`src/rtl/smbus_pec_pkg.sv`:
```
// Shared constants and types of the SMBus PEC engine.
// Assumes an 8-bit byte stream; the flag indices fix the sts_flags layout.
package smbus_pec_pkg;

    localparam int unsigned BYTE_W   = 8;
    localparam int unsigned FLAG_N   = 3;
    localparam int unsigned FLAG_DEV = 0;
    localparam int unsigned FLAG_CRC = 1;
    localparam int unsigned FLAG_CFG = 2;

    typedef enum logic [1:0] {
        PM_PASS   = 2'd0,
        PM_MANUAL = 2'd1,
        PM_AUTO   = 2'd2
    } pec_mode_e;

    // Automatic mode wins over manual mode when both are set.
    function automatic pec_mode_e pick_mode(input logic auto_en, input logic man_en);
        if (auto_en)
            return PM_AUTO;
        else if (man_en)
            return PM_MANUAL;
        else
            return PM_PASS;
    endfunction

endpackage

```
`src/rtl/smbus_pec_crc8.sv`:
```
// Running CRC accumulator: one whole byte folded in per update cycle.
// Assumes clear and upd are never high together; clear takes priority anyway.
module smbus_pec_crc8
    import smbus_pec_pkg::*;
#(
    parameter logic [BYTE_W-1:0] POLY = 8'h07,
    parameter logic [BYTE_W-1:0] INIT = 8'h00
) (
    input  logic              clk,
    input  logic              rst_n,
    input  logic              clear,
    input  logic              upd,
    input  logic [BYTE_W-1:0] din,
    output logic [BYTE_W-1:0] crc_q,
    output logic [BYTE_W-1:0] crc_nxt
);

    localparam int unsigned STAGES = BYTE_W;

    logic [STAGES:0][BYTE_W-1:0] stg;

    // Seed the shift chain with the data XORed into the current remainder.
    assign stg[0] = crc_q ^ din;

    // One shift/reduce stage per data bit, MSB first.
    for (genvar i = 0; i < STAGES; i++) begin : g_bit
        assign stg[i+1] = stg[i][BYTE_W-1] ? ({stg[i][BYTE_W-2:0], 1'b0} ^ POLY)
                                           :  {stg[i][BYTE_W-2:0], 1'b0};
    end

    assign crc_nxt = stg[STAGES];

    // Remainder register: reset/clear to INIT, else take the folded byte.
    always_ff @(posedge clk) begin
        if (!rst_n)
            crc_q <= INIT;
        else if (clear)
            crc_q <= INIT;
        else if (upd)
            crc_q <= crc_nxt;
    end

endmodule

```
`src/rtl/smbus_pec_seq.sv`:
```
// Transaction sequencer: latches mode and direction, forwards bytes with one
// cycle of latency, appends the PEC byte after a write and checks it on a read.
// Assumes the controller leaves one idle byte slot after a write's last byte
// whenever an append is due, and never sends a byte in a start cycle.
module smbus_pec_seq
    import smbus_pec_pkg::*;
(
    input  logic              clk,
    input  logic              rst_n,
    input  logic              st_start,
    input  logic              st_restart,
    input  logic              st_rd,
    input  logic              st_valid,
    input  logic [BYTE_W-1:0] st_byte,
    input  logic              st_last,
    input  logic              cfg_auto_en,
    input  logic              cfg_man_en,
    input  logic [BYTE_W-1:0] sw_pec,
    input  logic [BYTE_W-1:0] crc_q,
    input  logic [BYTE_W-1:0] crc_nxt,
    output logic              out_valid,
    output logic [BYTE_W-1:0] out_byte,
    output logic              out_last,
    output logic              chk_bad,
    output pec_mode_e         mode_cur,
    output logic              dir_rd_cur
);

    pec_mode_e         mode_q;
    logic              rd_q;
    logic              app_pend;
    logic [BYTE_W-1:0] app_byte;
    logic              wants_app;
    logic              end_byte;

    assign end_byte  = st_valid && st_last;
    assign wants_app = end_byte && !rd_q && (mode_q != PM_PASS);
    assign chk_bad   = end_byte && rd_q && (mode_q == PM_AUTO) && (st_byte != crc_q);

    assign mode_cur   = mode_q;
    assign dir_rd_cur = rd_q;

    // Hold the mode and direction for the running transaction.
    always_ff @(posedge clk) begin
        if (!rst_n) begin
            mode_q <= PM_PASS;
            rd_q   <= 1'b0;
        end else if (st_start) begin
            mode_q <= pick_mode(cfg_auto_en, cfg_man_en);
            rd_q   <= st_rd;
        end else if (st_restart) begin
            rd_q   <= st_rd;
        end
    end

    // Stage the byte to append: the computed CRC in auto mode, else software PEC.
    always_ff @(posedge clk) begin
        if (!rst_n) begin
            app_pend <= 1'b0;
            app_byte <= '0;
        end else begin
            app_pend <= wants_app;
            if (wants_app)
                app_byte <= (mode_q == PM_AUTO) ? crc_nxt : sw_pec;
        end
    end

    // Output register: forward the input byte, else emit a pending append.
    always_ff @(posedge clk) begin
        if (!rst_n) begin
            out_valid <= 1'b0;
            out_byte  <= '0;
            out_last  <= 1'b0;
        end else if (st_valid) begin
            out_valid <= 1'b1;
            out_byte  <= st_byte;
            out_last  <= st_last && !wants_app;
        end else if (app_pend) begin
            out_valid <= 1'b1;
            out_byte  <= app_byte;
            out_last  <= 1'b1;
        end else begin
            out_valid <= 1'b0;
            out_last  <= 1'b0;
        end
    end

endmodule

```
`src/rtl/smbus_pec_status.sv`:
```
// Sticky status flags with write-one-to-clear; a set wins over a clear
// of the same flag in the same cycle.
module smbus_pec_status
    import smbus_pec_pkg::*;
(
    input  logic              clk,
    input  logic              rst_n,
    input  logic [FLAG_N-1:0] set_vec,
    input  logic              clr_valid,
    input  logic [FLAG_N-1:0] clr_mask,
    output logic [FLAG_N-1:0] flags
);

    // One sticky bit per flag.
    for (genvar f = 0; f < FLAG_N; f++) begin : g_flag
        always_ff @(posedge clk) begin
            if (!rst_n)
                flags[f] <= 1'b0;
            else if (set_vec[f])
                flags[f] <= 1'b1;
            else if (clr_valid && clr_mask[f])
                flags[f] <= 1'b0;
        end
    end

endmodule

```
`src/rtl/smbus_pec_unit.sv`:
```
// Top of the SMBus PEC engine: CRC accumulator, sequencer and status flags.
// Assumes the byte-stream framing described for smbus_pec_seq.
module smbus_pec_unit
    import smbus_pec_pkg::*;
#(
    parameter logic [BYTE_W-1:0] CRC_POLY = 8'h07,
    parameter logic [BYTE_W-1:0] CRC_INIT = 8'h00
) (
    input  logic              clk,
    input  logic              rst_n,
    input  logic              cfg_auto_en,
    input  logic              cfg_man_en,
    input  logic [BYTE_W-1:0] sw_pec,
    input  logic              st_start,
    input  logic              st_restart,
    input  logic              st_rd,
    input  logic              st_valid,
    input  logic [BYTE_W-1:0] st_byte,
    input  logic              st_last,
    input  logic              clr_valid,
    input  logic [FLAG_N-1:0] clr_mask,
    output logic              out_valid,
    output logic [BYTE_W-1:0] out_byte,
    output logic              out_last,
    output logic [FLAG_N-1:0] sts_flags
);

    logic [BYTE_W-1:0] crc_q;
    logic [BYTE_W-1:0] crc_nxt;
    logic              chk_bad;
    logic [FLAG_N-1:0] set_vec;
    pec_mode_e         mode_cur;
    logic              dir_rd_cur;

    smbus_pec_crc8 #(
        .POLY (CRC_POLY),
        .INIT (CRC_INIT)
    ) u_crc (
        .clk     (clk),
        .rst_n   (rst_n),
        .clear   (st_start),
        .upd     (st_valid),
        .din     (st_byte),
        .crc_q   (crc_q),
        .crc_nxt (crc_nxt)
    );

    smbus_pec_seq u_seq (
        .clk         (clk),
        .rst_n       (rst_n),
        .st_start    (st_start),
        .st_restart  (st_restart),
        .st_rd       (st_rd),
        .st_valid    (st_valid),
        .st_byte     (st_byte),
        .st_last     (st_last),
        .cfg_auto_en (cfg_auto_en),
        .cfg_man_en  (cfg_man_en),
        .sw_pec      (sw_pec),
        .crc_q       (crc_q),
        .crc_nxt     (crc_nxt),
        .out_valid   (out_valid),
        .out_byte    (out_byte),
        .out_last    (out_last),
        .chk_bad     (chk_bad),
        .mode_cur    (mode_cur),
        .dir_rd_cur  (dir_rd_cur)
    );

    // Route the event sources onto the flag positions.
    always_comb begin
        set_vec           = '0;
        set_vec[FLAG_DEV] = chk_bad;
        set_vec[FLAG_CRC] = chk_bad;
        set_vec[FLAG_CFG] = cfg_auto_en && cfg_man_en;
    end

    smbus_pec_status u_sts (
        .clk       (clk),
        .rst_n     (rst_n),
        .set_vec   (set_vec),
        .clr_valid (clr_valid),
        .clr_mask  (clr_mask),
        .flags     (sts_flags)
    );

endmodule

```
`config.mk`:
```
export PLATFORM = sky130hd
export DESIGN_NAME = smbus_pec_unit
export DESIGN_NICKNAME = d
export VERILOG_FILES = /design/src/rtl/smbus_pec_pkg.sv /design/src/rtl/smbus_pec_crc8.sv /design/src/rtl/smbus_pec_seq.sv /design/src/rtl/smbus_pec_status.sv /design/src/rtl/smbus_pec_unit.sv
export SDC_FILE = /design/constraint.sdc
export NUM_CORES = 1
export LEC_CHECK = 0
export ABC_AREA = 1
export BUFFER_PORTS_ARGS = -buffer_cell sky130_fd_sc_hd__buf_2
export CORE_ASPECT_RATIO = 1.2
export CORE_MARGIN = 5
export CORE_UTILIZATION = 53
export CTS_CLUSTER_DIAMETER = 30
export DETAILED_ROUTE_END_ITERATION = 10
export PLACE_DENSITY = 0.79
export SLEW_MARGIN = 40
export SYNTH_ARGS = -nofsm -noshare
export SYNTH_HDL_FRONTEND = slang
export SYNTH_SLANG_ARGS = --single-unit
export TNS_END_PERCENT = 30
```
`constraint.sdc`:
```
create_clock -name clk -period 1.6 [get_ports clk]
set_input_delay 0.16 -clock clk [delete_from_list [all_inputs] [get_ports clk]]
set_output_delay 0.16 -clock clk [all_outputs]
set_load 0.005 [all_outputs]
```
==> results of run 1 <==
[per-stage QoR]
stage | setup TNS (ns) | total power [mW]
after floorplan | 0 | 1.14
after global placement | 0 | 1.27
after detailed placement | 0 | 1.28
after CTS | 0 | 1.90
after global routing | -0.00426 | 2.00
final | 0 | 1.89
[where the power goes]
| part | leakage [nW] | switching, mW | internal, mW |
|---|---|---|---|
| combinational | 0.880 | 0.236 | 0.147 |
| clock | 0.0439 | 0.325 | 0.300 |
| sequential | 0.271 | 0.0229 | 0.863 |
| total | 1.19 | 0.584 | 1.31 |
[sequential cells by signal (all words and copies together) (netlist names)]
| register | cells |
|---|---|
| u_seq.dir_rd_cur | 1 |
| u_seq.app_pend | 1 |
| u_sts.flags | 3 |
| u_seq.out_byte | 8 |
| u_seq.app_byte | 8 |
| u_seq.out_valid | 1 |
| u_seq.out_last | 1 |
| u_seq.mode_cur | 2 |
| u_crc.crc_q | 8 |
[per-layer routing]
metal,global-route usage,wire length [um],vias up
met3,0.0817,306,13
met1,0.231,1910,847
met5,0,0,-
met2,0.362,2210,48
met4,0.0967,102,0
li1,-,-,977
[synth_stat cells]
cell,number,area (um^2)
sky130_fd_sc_hd__nand2_1,109,409
sky130_fd_sc_hd__inv_1,43,161
sky130_fd_sc_hd__dfxtp_1,33,661
sky130_fd_sc_hd__a21oi_1,28,140
sky130_fd_sc_hd__nand3_1,23,115
sky130_fd_sc_hd__o21ai_0,14,70.1
sky130_fd_sc_hd__nor2_1,9,33.8
sky130_fd_sc_hd__clkbuf_1,4,15.0
sky130_fd_sc_hd__ha_1,3,37.5
sky130_fd_sc_hd__o211ai_1,3,22.5
sky130_fd_sc_hd__buf_2,2,10.0
sky130_fd_sc_hd__xnor2_1,2,17.5
sky130_fd_sc_hd__a211oi_1,1,7.51
sky130_fd_sc_hd__a32o_1,1,10.0
sky130_fd_sc_hd__inv_2,1,3.75
sky130_fd_sc_hd__nand4_1,1,6.26
sky130_fd_sc_hd__nor2_2,1,6.26
sky130_fd_sc_hd__nor3_1,1,5.00
sky130_fd_sc_hd__nor3_4,1,16.3
sky130_fd_sc_hd__xor2_1,1,8.76
[worst paths after layout]
path	startpoint	endpoint	depth (start not counted)
worst min-delay path	st_restart	u_seq.dir_rd_cur	3
worst max register to register	u_crc.crc_q[4]	u_seq.app_byte[5]	8
worst max-delay path	u_crc.crc_q[4]	u_seq.app_byte[5]	8
worst min register to register	u_sts.flags[2]	u_sts.flags[2]	2
[cells in the final DEF (no fill, tap or decap), types with 2 or more instances in the layout]
| cell type | count |
|---|---|
| sky130_fd_sc_hd__clkinv_2 | 2 |
| sky130_fd_sc_hd__buf_4 | 8 |
| sky130_fd_sc_hd__o21ai_0 | 13 |
| sky130_fd_sc_hd__xnor2_1 | 2 |
| sky130_fd_sc_hd__nand2_1 | 107 |
| sky130_fd_sc_hd__dfxtp_1 | 32 |
| sky130_fd_sc_hd__nand2_2 | 2 |
| sky130_fd_sc_hd__nor2_1 | 9 |
| sky130_fd_sc_hd__ha_1 | 3 |
| sky130_fd_sc_hd__buf_2 | 41 |
| sky130_fd_sc_hd__inv_1 | 43 |
| sky130_fd_sc_hd__clkbuf_8 | 5 |
| sky130_fd_sc_hd__a21oi_1 | 27 |
| sky130_fd_sc_hd__o211ai_1 | 3 |
| sky130_fd_sc_hd__nand3_1 | 23 |
[cells by family (layout without fill, tap and decap cells)]
logic type               count (synthesis)  in the layout
AND/OR/NAND/NOR                        145            145
AO/OA/AOI/OAI                           47             47
adder cells (fa/ha/maj)                  3              3
flip-flops                              33             33
XOR/XNOR                                 3              3
buffers and inverters                   50            101
[layout make-up]
type / instances / area (um^2) / share of cell area
Clock inverter: 3 / 17.5 / 0.00819
Sequential cell: 33 / 662 / 0.309
Inverter: 44 / 165 / 0.0772
Timing Repair Buffer: 49 / 265 / 0.124
Multi-Input combinational cell: 198 / 915 / 0.427
Clock buffer: 5 / 68.8 / 0.0322
Tap cell: 37 / 46.3 / 0.0216
[critical path: cells and delay by family, from the launching register on]
family	cells	cell delay, ns
DFF	1	0.31
adders and majority gates	1	0.31
and+or+nand+nor	3	0.25
AOI/OAI and AO/OA	1	0.14
xor gates and xnor gates	1	0.22
buffers and inverters	2	0.15
==> metrics.csv, run 1 <==
stage;metric;value;unit
outcome;result of the run;completed;
flow_run;count of max-cap constraint violations;0;
yosys;xor and xnor area share after synthesis;0.0150;
sta;final setup violating endpoints;0;
sta;unrepaired setup endpoints after global routing;true;
power_and_ir_drop;power density of the placed cells;885;nW/um^2
route;Vias/cell;5.11;
global_routing;maximum number of pins on one net before global-route repair;22;
setup_path;critical path launch point type;flip-flop;
placement;Post-Place Cells;361;
sta;post-layout minimum cycle time;1.44;ns
setup_path;CP dominant cell by count;sky130_fd_sc_hd__nand2_1;
layout;number of diodes added for antenna fixing;0;
route;first-iteration detailed-routing DRC count;137;
floorplanning;height of the chip;73.1;um
setup_path;CP max FO;3;
sta;final worst clock skew;0.00421;ns
clocking;maximum clock path buffer count;2;
clocking;Clk Tree Root Cell;sky130_fd_sc_hd__clkbuf_8;
floorplanning;DIE AREA;4570;um^2
clocking;clk sink count;33;
sta;final setup margin;0.165;ns
setup_path;highest-delay cell along the critical path;sky130_fd_sc_hd__dfxtp_1;
setup_path;Crit. End Element;flip-flop;
yosys;compound-gate portion of the synthesized area;0.142;
global_routing;first-pass GRT wire length;7.58;mm
setup_path;Worst Path Required;1.83;ns
sta;Pins Over Slew Limit;0;
setup_path;cell-by-cell listing of the critical path;inv_1, nand2_1, nand2_1, inv_1, ha_1, xor2_1, nand2_1, a21oi_1;
clocking;htree depth;2;
floorplanning;number of placement rows;23;
floorplanning;effective utilization at floorplan;0.535;
yosys;multiplexer area fraction after synthesis;0;
setup_path;register-to-register setup slack;0.16;ns
yosys;synthesized instance count;281;
route;Post-Route WL;4.53;mm
yosys;Post-Synth Adder-Cell Area;0.0214;
layout;area growth from synthesis to final layout;21.8;%
yosys;syn_area_per_cell;6.25;um^2
yosys;count of cell types in the netlist;20;
placement;Buffers on Ports;41;
clocking;TritonCTS clock tree;built;
setup_path;arrival time of the worst setup path;1.66;ns
global_routing;via count of the first global-routing pass;1709;
yosys;warnings from Yosys;0;
layout;number of cells in the finished layout apart from fillers;369;
global_routing;initial antenna violation count;0;
global_routing;combined global-route utilization of all metal layers;0.211;
route;vias after detailed routing;1885;
yosys;post-synthesis sequential area ratio;0.376;
global_routing;remaining global-route overflow;0;
sta;Final Hold Violating Endpoints;0;
yosys;post-synthesis share of cell area spent on and, or, nand and nor gates;0.337;
layout;fin nets;363;
yosys;post-synthesis sequential element count;33;
clocking;Post-CTS Hold Buffers;0;
hold_path;worst min path class;in -> reg;
floorplanning;width of the die;62.6;um
placement;detailed-placement wirelength estimate;3.41;mm
floorplanning;Std-Cell Core Area;3280;um^2
yosys;Mapped Nets;313;
clocking;PostCTS Resize Cnt;0;
power_and_ir_drop;leakage power;1.19;nW
yosys;combinational family with the most area after synthesis;simple AND/OR/NAND/NOR gates;
sta;Max-Slew Margin vs Limit;0.563;
layout;share of the core filled with cells;0.652;
placement;gpl congestion;0.827;
route;DRT antenna net count;0;
sta;tightest hold margin;0.112;ns
clocking;# Post-CTS Setup Buffers;0;
route;DR DRC count;0;
power_and_ir_drop;worst voltage drop across the vdd grid;0.708;mV
layout;fraction of final layout cells with drive strength greater than 1;0.193;
placement;total cell area at the placement stage;2040;um^2
layout;fill cell total of the finished layout;312;
floorplanning;Ports;42;
sta;Fmax;0.697;GHz
clocking;clock insertion delay at the later pin of the skew report;0.29;ns
yosys;netlist area before placement;1760;um^2
setup_path;type of the setup path with the least slack;reg -> reg;
sta;share of the cycle needed by the critical path after routing;0.897;
route;1st-pass router iterations;4;
setup_path;slowest cell delay on critical path;0.31;ns
layout;design area;2140;um^2
route;average wire per standard cell;12.3;um
clocking;clock slew at the register clock pins of the worst setup and hold paths;0.07;ns
placement;worst slack, placed;0.155;ns
clocking;CTS buffer count;5;
sta;Slew @ Worst Pin;0.655;ns
Note: power is estimated with default switching activity, not from simulation.
==> run 2: changes to the inputs <==
CORE_ASPECT_RATIO = 1.75   (was 1.2)
==> metrics.csv, run 2 (same netlist as run 1, synthesis figures left out) <==
stage;metric;value;unit
setup_path;delay-heaviest family, CP;simple AND/OR/NAND/NOR gates;
setup_path;Bufs and invs on worst path;3;
floorplanning;width of the die;53.5;um
route;DR DRC count;0;
setup_path;register-to-register setup slack;0.1;ns
floorplanning;effective utilization at floorplan;0.553;
setup_path;Worst Path Required;1.78;ns
route;vias after detailed routing;1920;
setup_path;CP max FO;4;
setup_path;arrival time of the worst setup path;1.68;ns
layout;fill cell total of the finished layout;325;
layout;fin nets;362;
global_routing;initial antenna violation count;0;
sta;Slew @ Worst Pin;0.645;ns
route;DRT antenna net count;0;
sta;Fmax;0.666;GHz
clocking;# Post-CTS Setup Buffers;0;
setup_path;Crit. End Element;flip-flop;
route;first-iteration detailed-routing DRC count;67;
setup_path;CP dominant cell by count;sky130_fd_sc_hd__nand2_1;
sta;Pins Over Slew Limit;0;
floorplanning;Std-Cell Core Area;3180;um^2
route;Vias/cell;5.13;
setup_path;count of cells along the worst register-to-register path;11;
layout;area growth from synthesis to final layout;23.1;%
power_and_ir_drop;power density of the placed cells;959;nW/um^2
outcome;result of the run;completed;
clocking;Clk Tree Root Cell;sky130_fd_sc_hd__clkbuf_8;
route;average wire per standard cell;12.2;um
floorplanning;height of the chip;86.2;um
hold_path;worst min path class;in -> reg;
floorplanning;number of placement rows;27;
setup_path;cell-by-cell listing of the critical path;inv_1, nand2_1, nand2_1, ha_1, inv_1, nand2_1, nand2_1, nand2_1, nand2_1, o21ai_0, inv_1;
hold_path;Worst Hold Path EP;u_seq.dir_rd_cur;
global_routing;maximum number of pins on one net before global-route repair;22;
setup_path;reg-to-reg startpoint;u_crc.crc_q[2];
global_routing;via count of the first global-routing pass;1759;
sta;Max-Slew Margin vs Limit;0.569;
setup_path;worst flop-to-flop path endpoint;u_crc.crc_q[3];
layout;share of the core filled with cells;0.681;
hold_path;Hold Path Depth;3;
layout;area of all sequential standard cells;662;um^2
sta;final worst clock skew;0.00477;ns
floorplanning;DIE AREA;4610;um^2
setup_path;critical path launch point type;flip-flop;
sta;final setup violating endpoints;0;
hold_path;hold path startpoint;st_restart;
layout;commonest cells after routing, fill and taps aside;sky130_fd_sc_hd__nand2_1, sky130_fd_sc_hd__inv_1, sky130_fd_sc_hd__buf_2, sky130_fd_sc_hd__dfxtp_1, sky130_fd_sc_hd__a21oi_1;
clocking;htree depth;2;
layout;combined area of the multi-input logic cells;908;um^2
global_routing;remaining global-route overflow;0;
clocking;clk sink count;33;
placement;gpl congestion;0.842;
sta;post-layout minimum cycle time;1.50;ns
clocking;clock insertion delay at the later pin of the skew report;0.28;ns
placement;detailed-placement wirelength estimate;3.52;mm
clocking;TritonCTS clock tree;built;
setup_path;slowest cell delay on critical path;0.35;ns
setup_path;Crit. path cell count;11;
sta;Final Hold Violating Endpoints;0;
global_routing;first-pass GRT wire length;7.42;mm
layout;largest registers in the final layout;u_crc.crc_q: 8 flops, u_seq.app_byte: 8 flops, u_seq.out_byte: 8 flops;
route;1st-pass router iterations;4;
setup_path;type of the setup path with the least slack;reg -> reg;
setup_path;highest-delay cell along the critical path;sky130_fd_sc_hd__dfxtp_2;
clocking;maximum clock path buffer count;2;
layout;fraction of final layout cells with drive strength greater than 1;0.181;
placement;Buffers on Ports;41;
power_and_ir_drop;leakage power;1.21;nW
sta;share of the cycle needed by the critical path after routing;0.938;
route;Post-Route WL;4.56;mm
sta;summed negative setup slack over all endpoints;0;ns
sta;unrepaired setup endpoints after global routing;false;
layout;most common library cell in the layout ignoring fill and taps;sky130_fd_sc_hd__nand2_1;
power_and_ir_drop;worst voltage drop across the vdd grid;0.686;mV
flow_run;count of max-cap constraint violations;0;
clocking;CTS buffer count;5;
global_routing;combined global-route utilization of all metal layers;0.213;
floorplanning;Ports;42;
clocking;clock slew at the register clock pins of the worst setup and hold paths;0.07;ns
layout;number of diodes added for antenna fixing;0;
-- run 2: cell types whose count changed in the layout (fill, tap and decap cells not counted), sizes merged --
cell,change
clkbuf,+2
clkinv,-2
buf,-1
bufinv,+1
clkinvlp,-1
-- run 2: layer usage --
layer | track usage | routed length, um
met5 | 0 | 0
met4 | 0.102 | 144
met3 | 0.0365 | 283
met2 | 0.364 | 2370
met1 | 0.245 | 1770
-- run 2: final cells by class --
class	count	area share
Multi-Input combinational cell	198	0.420
Clock inverter	1	0.0139
Sequential cell	33	0.306
Timing Repair Buffer	48	0.119
Tap cell	43	0.0249
Clock buffer	7	0.0399
Inverter	44	0.0763
-- run 2: worst max path at each step --
stage | start | end | slack (ns)
after floorplan | u_crc.crc_q[3] | u_crc.crc_q[3] | 0.26
after global placement | u_crc.crc_q[4] | u_crc.crc_q[5] | 0.19
after detailed placement | u_crc.crc_q[2] | u_crc.crc_q[3] | 0.12
after CTS | u_crc.crc_q[3] | u_crc.crc_q[3] | 0.11
after global routing | u_crc.crc_q[3] | u_crc.crc_q[3] | 0.02
final | u_crc.crc_q[2] | u_crc.crc_q[3] | 0.1
-- run 2: power by group --
part           internal (mW)  switching [mW]  total (mW)
registers              0.863          0.0225       0.885
clock network          0.508           0.301       0.809
logic                  0.144           0.237       0.381
-- run 2: what timing repair did --
action	CTS	global route
resized for setup	0	2
setup endpoints to repair	0	1
hold buffers	0	0
-- run 2: tightest hold or removal path, delay by kind of cell --
family | cells | cell delay [ns]
buffers and inverters | 1 | 0.09
AND/OR/NAND/NOR | 2 | 0.13
-- run 2: stage by stage --
step	power [mW]	setup slack, ns	hold WS (ns)	cells	instance area (um^2)
global placement	1.27	0.189	0.398	366	2040
finish	2.07	0.0991	0.129	374	2160
detailed placement	1.28	0.119	0.416	366	2040
global route	2.18	0.0173	0.144	374	2160
floorplan	1.14	0.258	0.294	281	1760
CTS	2.08	0.114	0.127	374	2160
==> run 3: changes to the inputs <==
ABC_AREA = 0   (was 1)
CELL_PAD_IN_SITES_DETAIL_PLACEMENT = 1   (was not set)
CELL_PAD_IN_SITES_GLOBAL_PLACEMENT = 1   (was not set)
CORE_UTILIZATION = 39   (was 53)
PLACE_DENSITY = not set   (was 0.79)
PLACE_DENSITY_LB_ADDON = 0.1   (was not set)
==> metrics.csv, run 3 <==
stage;metric;value;unit
setup_path;cell-by-cell listing of the critical path;xor2_2, xnor3_2, xnor2_2, a211oi_2, a31o_1;
yosys;flip-flop cell with the highest count after synthesis;sky130_fd_sc_hd__dfxtp_1;
yosys;netlist area before placement;1640;um^2
route;vias after detailed routing;1462;
placement;Post-Place Cells;274;
layout;fin nets;266;
outcome;result of the run;finished, violations left;
yosys;post-synthesis sequential area ratio;0.404;
layout;fraction of final layout cells with drive strength greater than 1;0.311;
yosys;top cells by count, synth;sky130_fd_sc_hd__dfxtp_1, sky130_fd_sc_hd__nand2_1, sky130_fd_sc_hd__xnor2_1;
route;1st-pass router iterations;4;
hold_path;worst min path class;in -> reg;
layout;commonest cells after routing, fill and taps aside;sky130_fd_sc_hd__buf_2, sky130_fd_sc_hd__dfxtp_1, sky130_fd_sc_hd__nand2_1, sky130_fd_sc_hd__xnor2_1, sky130_fd_sc_hd__buf_4;
setup_path;slowest cell delay on critical path;0.50;ns
setup_path;critical path launch point type;flip-flop;
setup_path;CP max FO;3;
setup_path;Crit. End Element;flip-flop;
power_and_ir_drop;power density of the placed cells;1000;nW/um^2
setup_path;type of the setup path with the least slack;reg -> reg;
layout;most common library cell in the layout ignoring fill and taps;sky130_fd_sc_hd__buf_2;
yosys;count of cell types in the netlist;34;
clocking;maximum clock path buffer count;2;
flow_run;count of max-cap constraint violations;0;
route;DRT antenna net count;0;
global_routing;remaining global-route overflow;0;
hold_path;hold path startpoint;sw_pec[3];
clocking;TritonCTS clock tree;built;
floorplanning;height of the chip;95.7;um
layout;design area;2110;um^2
route;Vias/cell;5.15;
route;first-iteration detailed-routing DRC count;18;
sta;Pins Over Slew Limit;0;
sta;tightest hold margin;0.141;ns
sta;Final Hold Violating Endpoints;0;
placement;Buffers on Ports;41;
yosys;synthesized instance count;181;
sta;share of the cycle needed by the critical path after routing;1.02;
yosys;warnings from Yosys;0;
setup_path;Bufs and invs on worst path;0;
sta;Fmax;0.615;GHz
floorplanning;DIE AREA;5640;um^2
layout;largest registers in the final layout;u_crc.crc_q: 8 flops, u_seq.app_byte: 8 flops, u_seq.out_byte: 8 flops;
floorplanning;number of placement rows;31;
power_and_ir_drop;part of the power in combinational logic;0.249;
route;Post-Route WL;4.36;mm
sta;summed negative setup slack over all endpoints;-0.0441;ns
sta;Max-Slew Margin vs Limit;0.722;
placement;gpl congestion;0.799;
floorplanning;Std-Cell Core Area;4110;um^2
setup_path;delay-heaviest family, CP;XOR/XNOR gates;
clocking;htree depth;2;
power_and_ir_drop;clock share of power;0.329;
yosys;post-synthesis sequential element count;33;
sta;final setup violating endpoints;2;
yosys;FFs w/ async S/R, synth;0;
clocking;clk sink count;33;
route;DR DRC count;0;
floorplanning;Ports;42;
sta;unrepaired setup endpoints after global routing;true;
yosys;syn_area_per_cell;9.03;um^2
outcome;failing checks;negative setup slack;
setup_path;reg-to-reg startpoint;u_crc.crc_q[6];
power_and_ir_drop;sequential power share;0.422;
yosys;Mapped Nets;213;
yosys;most frequently used cell type in the post-synthesis netlist;sky130_fd_sc_hd__dfxtp_1;
power_and_ir_drop;share of total power consumed by net switching;0.278;
clocking;clock slew at the register clock pins of the worst setup and hold paths;0.07;ns
placement;detailed-placement wirelength estimate;3.30;mm
setup_path;Worst Path Required;1.78;ns
power_and_ir_drop;internal power component;1.53;mW
yosys;leading cell types by total area after synthesis;sky130_fd_sc_hd__dfxtp_1, sky130_fd_sc_hd__xnor2_1, sky130_fd_sc_hd__mux2i_1;
sta;final setup margin;-0.0267;ns
floorplanning;width of the die;59.0;um
global_routing;initial antenna violation count;0;
floorplanning;effective utilization at floorplan;0.398;
layout;number of cells in the finished layout apart from fillers;284;
power_and_ir_drop;net load switching power;0.588;mW
clocking;Post-CTS Hold Buffers;0;
sta;Slew @ Worst Pin;0.417;ns
yosys;number of enable flip-flop cells after synthesis;0;
setup_path;arrival time of the worst setup path;1.81;ns
clocking;Clk Tree Root Cell;sky130_fd_sc_hd__clkbuf_8;
layout;fill cell total of the finished layout;512;
power_and_ir_drop;worst voltage drop across the vdd grid;0.732;mV
placement;total cell area at the placement stage;1960;um^2
layout;share of the core filled with cells;0.512;
sta;post-layout minimum cycle time;1.63;ns
yosys;library cell with the largest summed area after synthesis;sky130_fd_sc_hd__dfxtp_1;
route;average wire per standard cell;15.3;um
yosys;fraction of post-synthesis cell area in the top cell type by area;0.404;
layout;number of diodes added for antenna fixing;0;
clocking;clock insertion delay at the later pin of the skew report;0.28;ns
setup_path;highest-delay cell along the critical path;sky130_fd_sc_hd__xnor3_2;
setup_path;CP startpoint;u_crc.crc_q[6];
global_routing;maximum number of pins on one net before global-route repair;32;
layout;area growth from synthesis to final layout;28.8;%
global_routing;first-pass GRT wire length;6.93;mm
global_routing;via count of the first global-routing pass;1577;
power_and_ir_drop;leakage power;0.947;nW
sta;final worst clock skew;0.00591;ns
global_routing;combined global-route utilization of all metal layers;0.164;
clocking;CTS buffer count;5;
==> run 3: changes by cell type after synthesis, sizes merged, moves of 3 or more <==
cell,before,now
a211oi,1,4
nand2b,0,3
xnor2,2,19
o21a,0,4
o211a,0,3
and2,0,10
mux2i,0,13
inv,44,3
nand3,23,2
nor2b,0,8
clkbuf,4,7
a21oi,28,5
nand2,109,21
==> run 3: power by group through the flow <==
stage / clock [mW] / sequential [mW] / combinational, mW
after floorplan: 0 / 0.907 / 0.321
after global placement: 0 / 0.906 / 0.475
after detailed placement: 0 / 0.910 / 0.491
after CTS: 0.709 / 0.892 / 0.499
after global routing: 0.754 / 0.897 / 0.574
final: 0.696 / 0.892 / 0.526
==> run 3: worst paths after layout <==
path / endpoint / slack [ns] / depth (start not counted)
hold / removal: u_seq.app_byte[3] / 0.14 / 3
setup / recovery: u_crc.crc_q[2] / -0.03 / 5
setup reg to reg: u_crc.crc_q[2] / -0.03 / 5
hold reg to reg: u_seq.app_byte[6] / 0.47 / 2
==> run 3: final cells by class <==
type | count | area [um^2] | area share
clock buffers | 7 | 96.3 | 0.0457
clock inverters | 1 | 5.00 | 0.00238
inverters | 3 | 11.3 | 0.00534
flip-flops and latches | 33 | 662 | 0.314
repair buffers | 56 | 318 | 0.151
multi-input cells | 135 | 953 | 0.452
well taps | 49 | 61.3 | 0.0291
==> run 3: through the flow <==
step           power, mW  setup slack (ns)
6_report            2.11           -0.0267
5_1_grt             2.23            -0.113
4_1_cts             2.10           -0.0454
3_5_place_dp        1.40           -0.0265
3_3_place_gp        1.38            0.0531
2_1_floorplan       1.23            0.0493
==> run 3: metal layers <==
metal	routed length (um)	share of wire	GRT usage	up-vias
li1	-	-	-	721
met1	1640	0.38	0.155	694
met2	2450	0.56	0.321	37
met3	171	0.039	0.0366	10
met4	100	0.023	0.0681	0
met5	0	0	0	-
==> run 3: kinds of logic after synthesis <==
family	count (synthesis)	synth area share
adder cells (fa/ha/maj)	3	0.0230
buffers and inverters	13	0.0337
AND/OR/NAND/NOR	59	0.175
multiplexers	13	0.0796
XOR/XNOR	21	0.131
AO/OA/AOI/OAI	39	0.154
flip-flops	33	0.404
==> run 3: tightest hold or removal path, stage by stage <==
cell	delay [ns]
sky130_fd_sc_hd__buf_2	0.10
sky130_fd_sc_hd__nand2_1	0.04
sky130_fd_sc_hd__a31oi_1	0.07
==> run 3: repair_timing <==
| item | in CTS | in global routing |
|---|---|---|
| pin swaps | 0 | 3 |
| resized for setup | 1 | 4 |
| setup endpoints to repair | 6 | 7 |
| setup buffers | 0 | 2 |
| hold endpoints to repair | 0 | 0 |
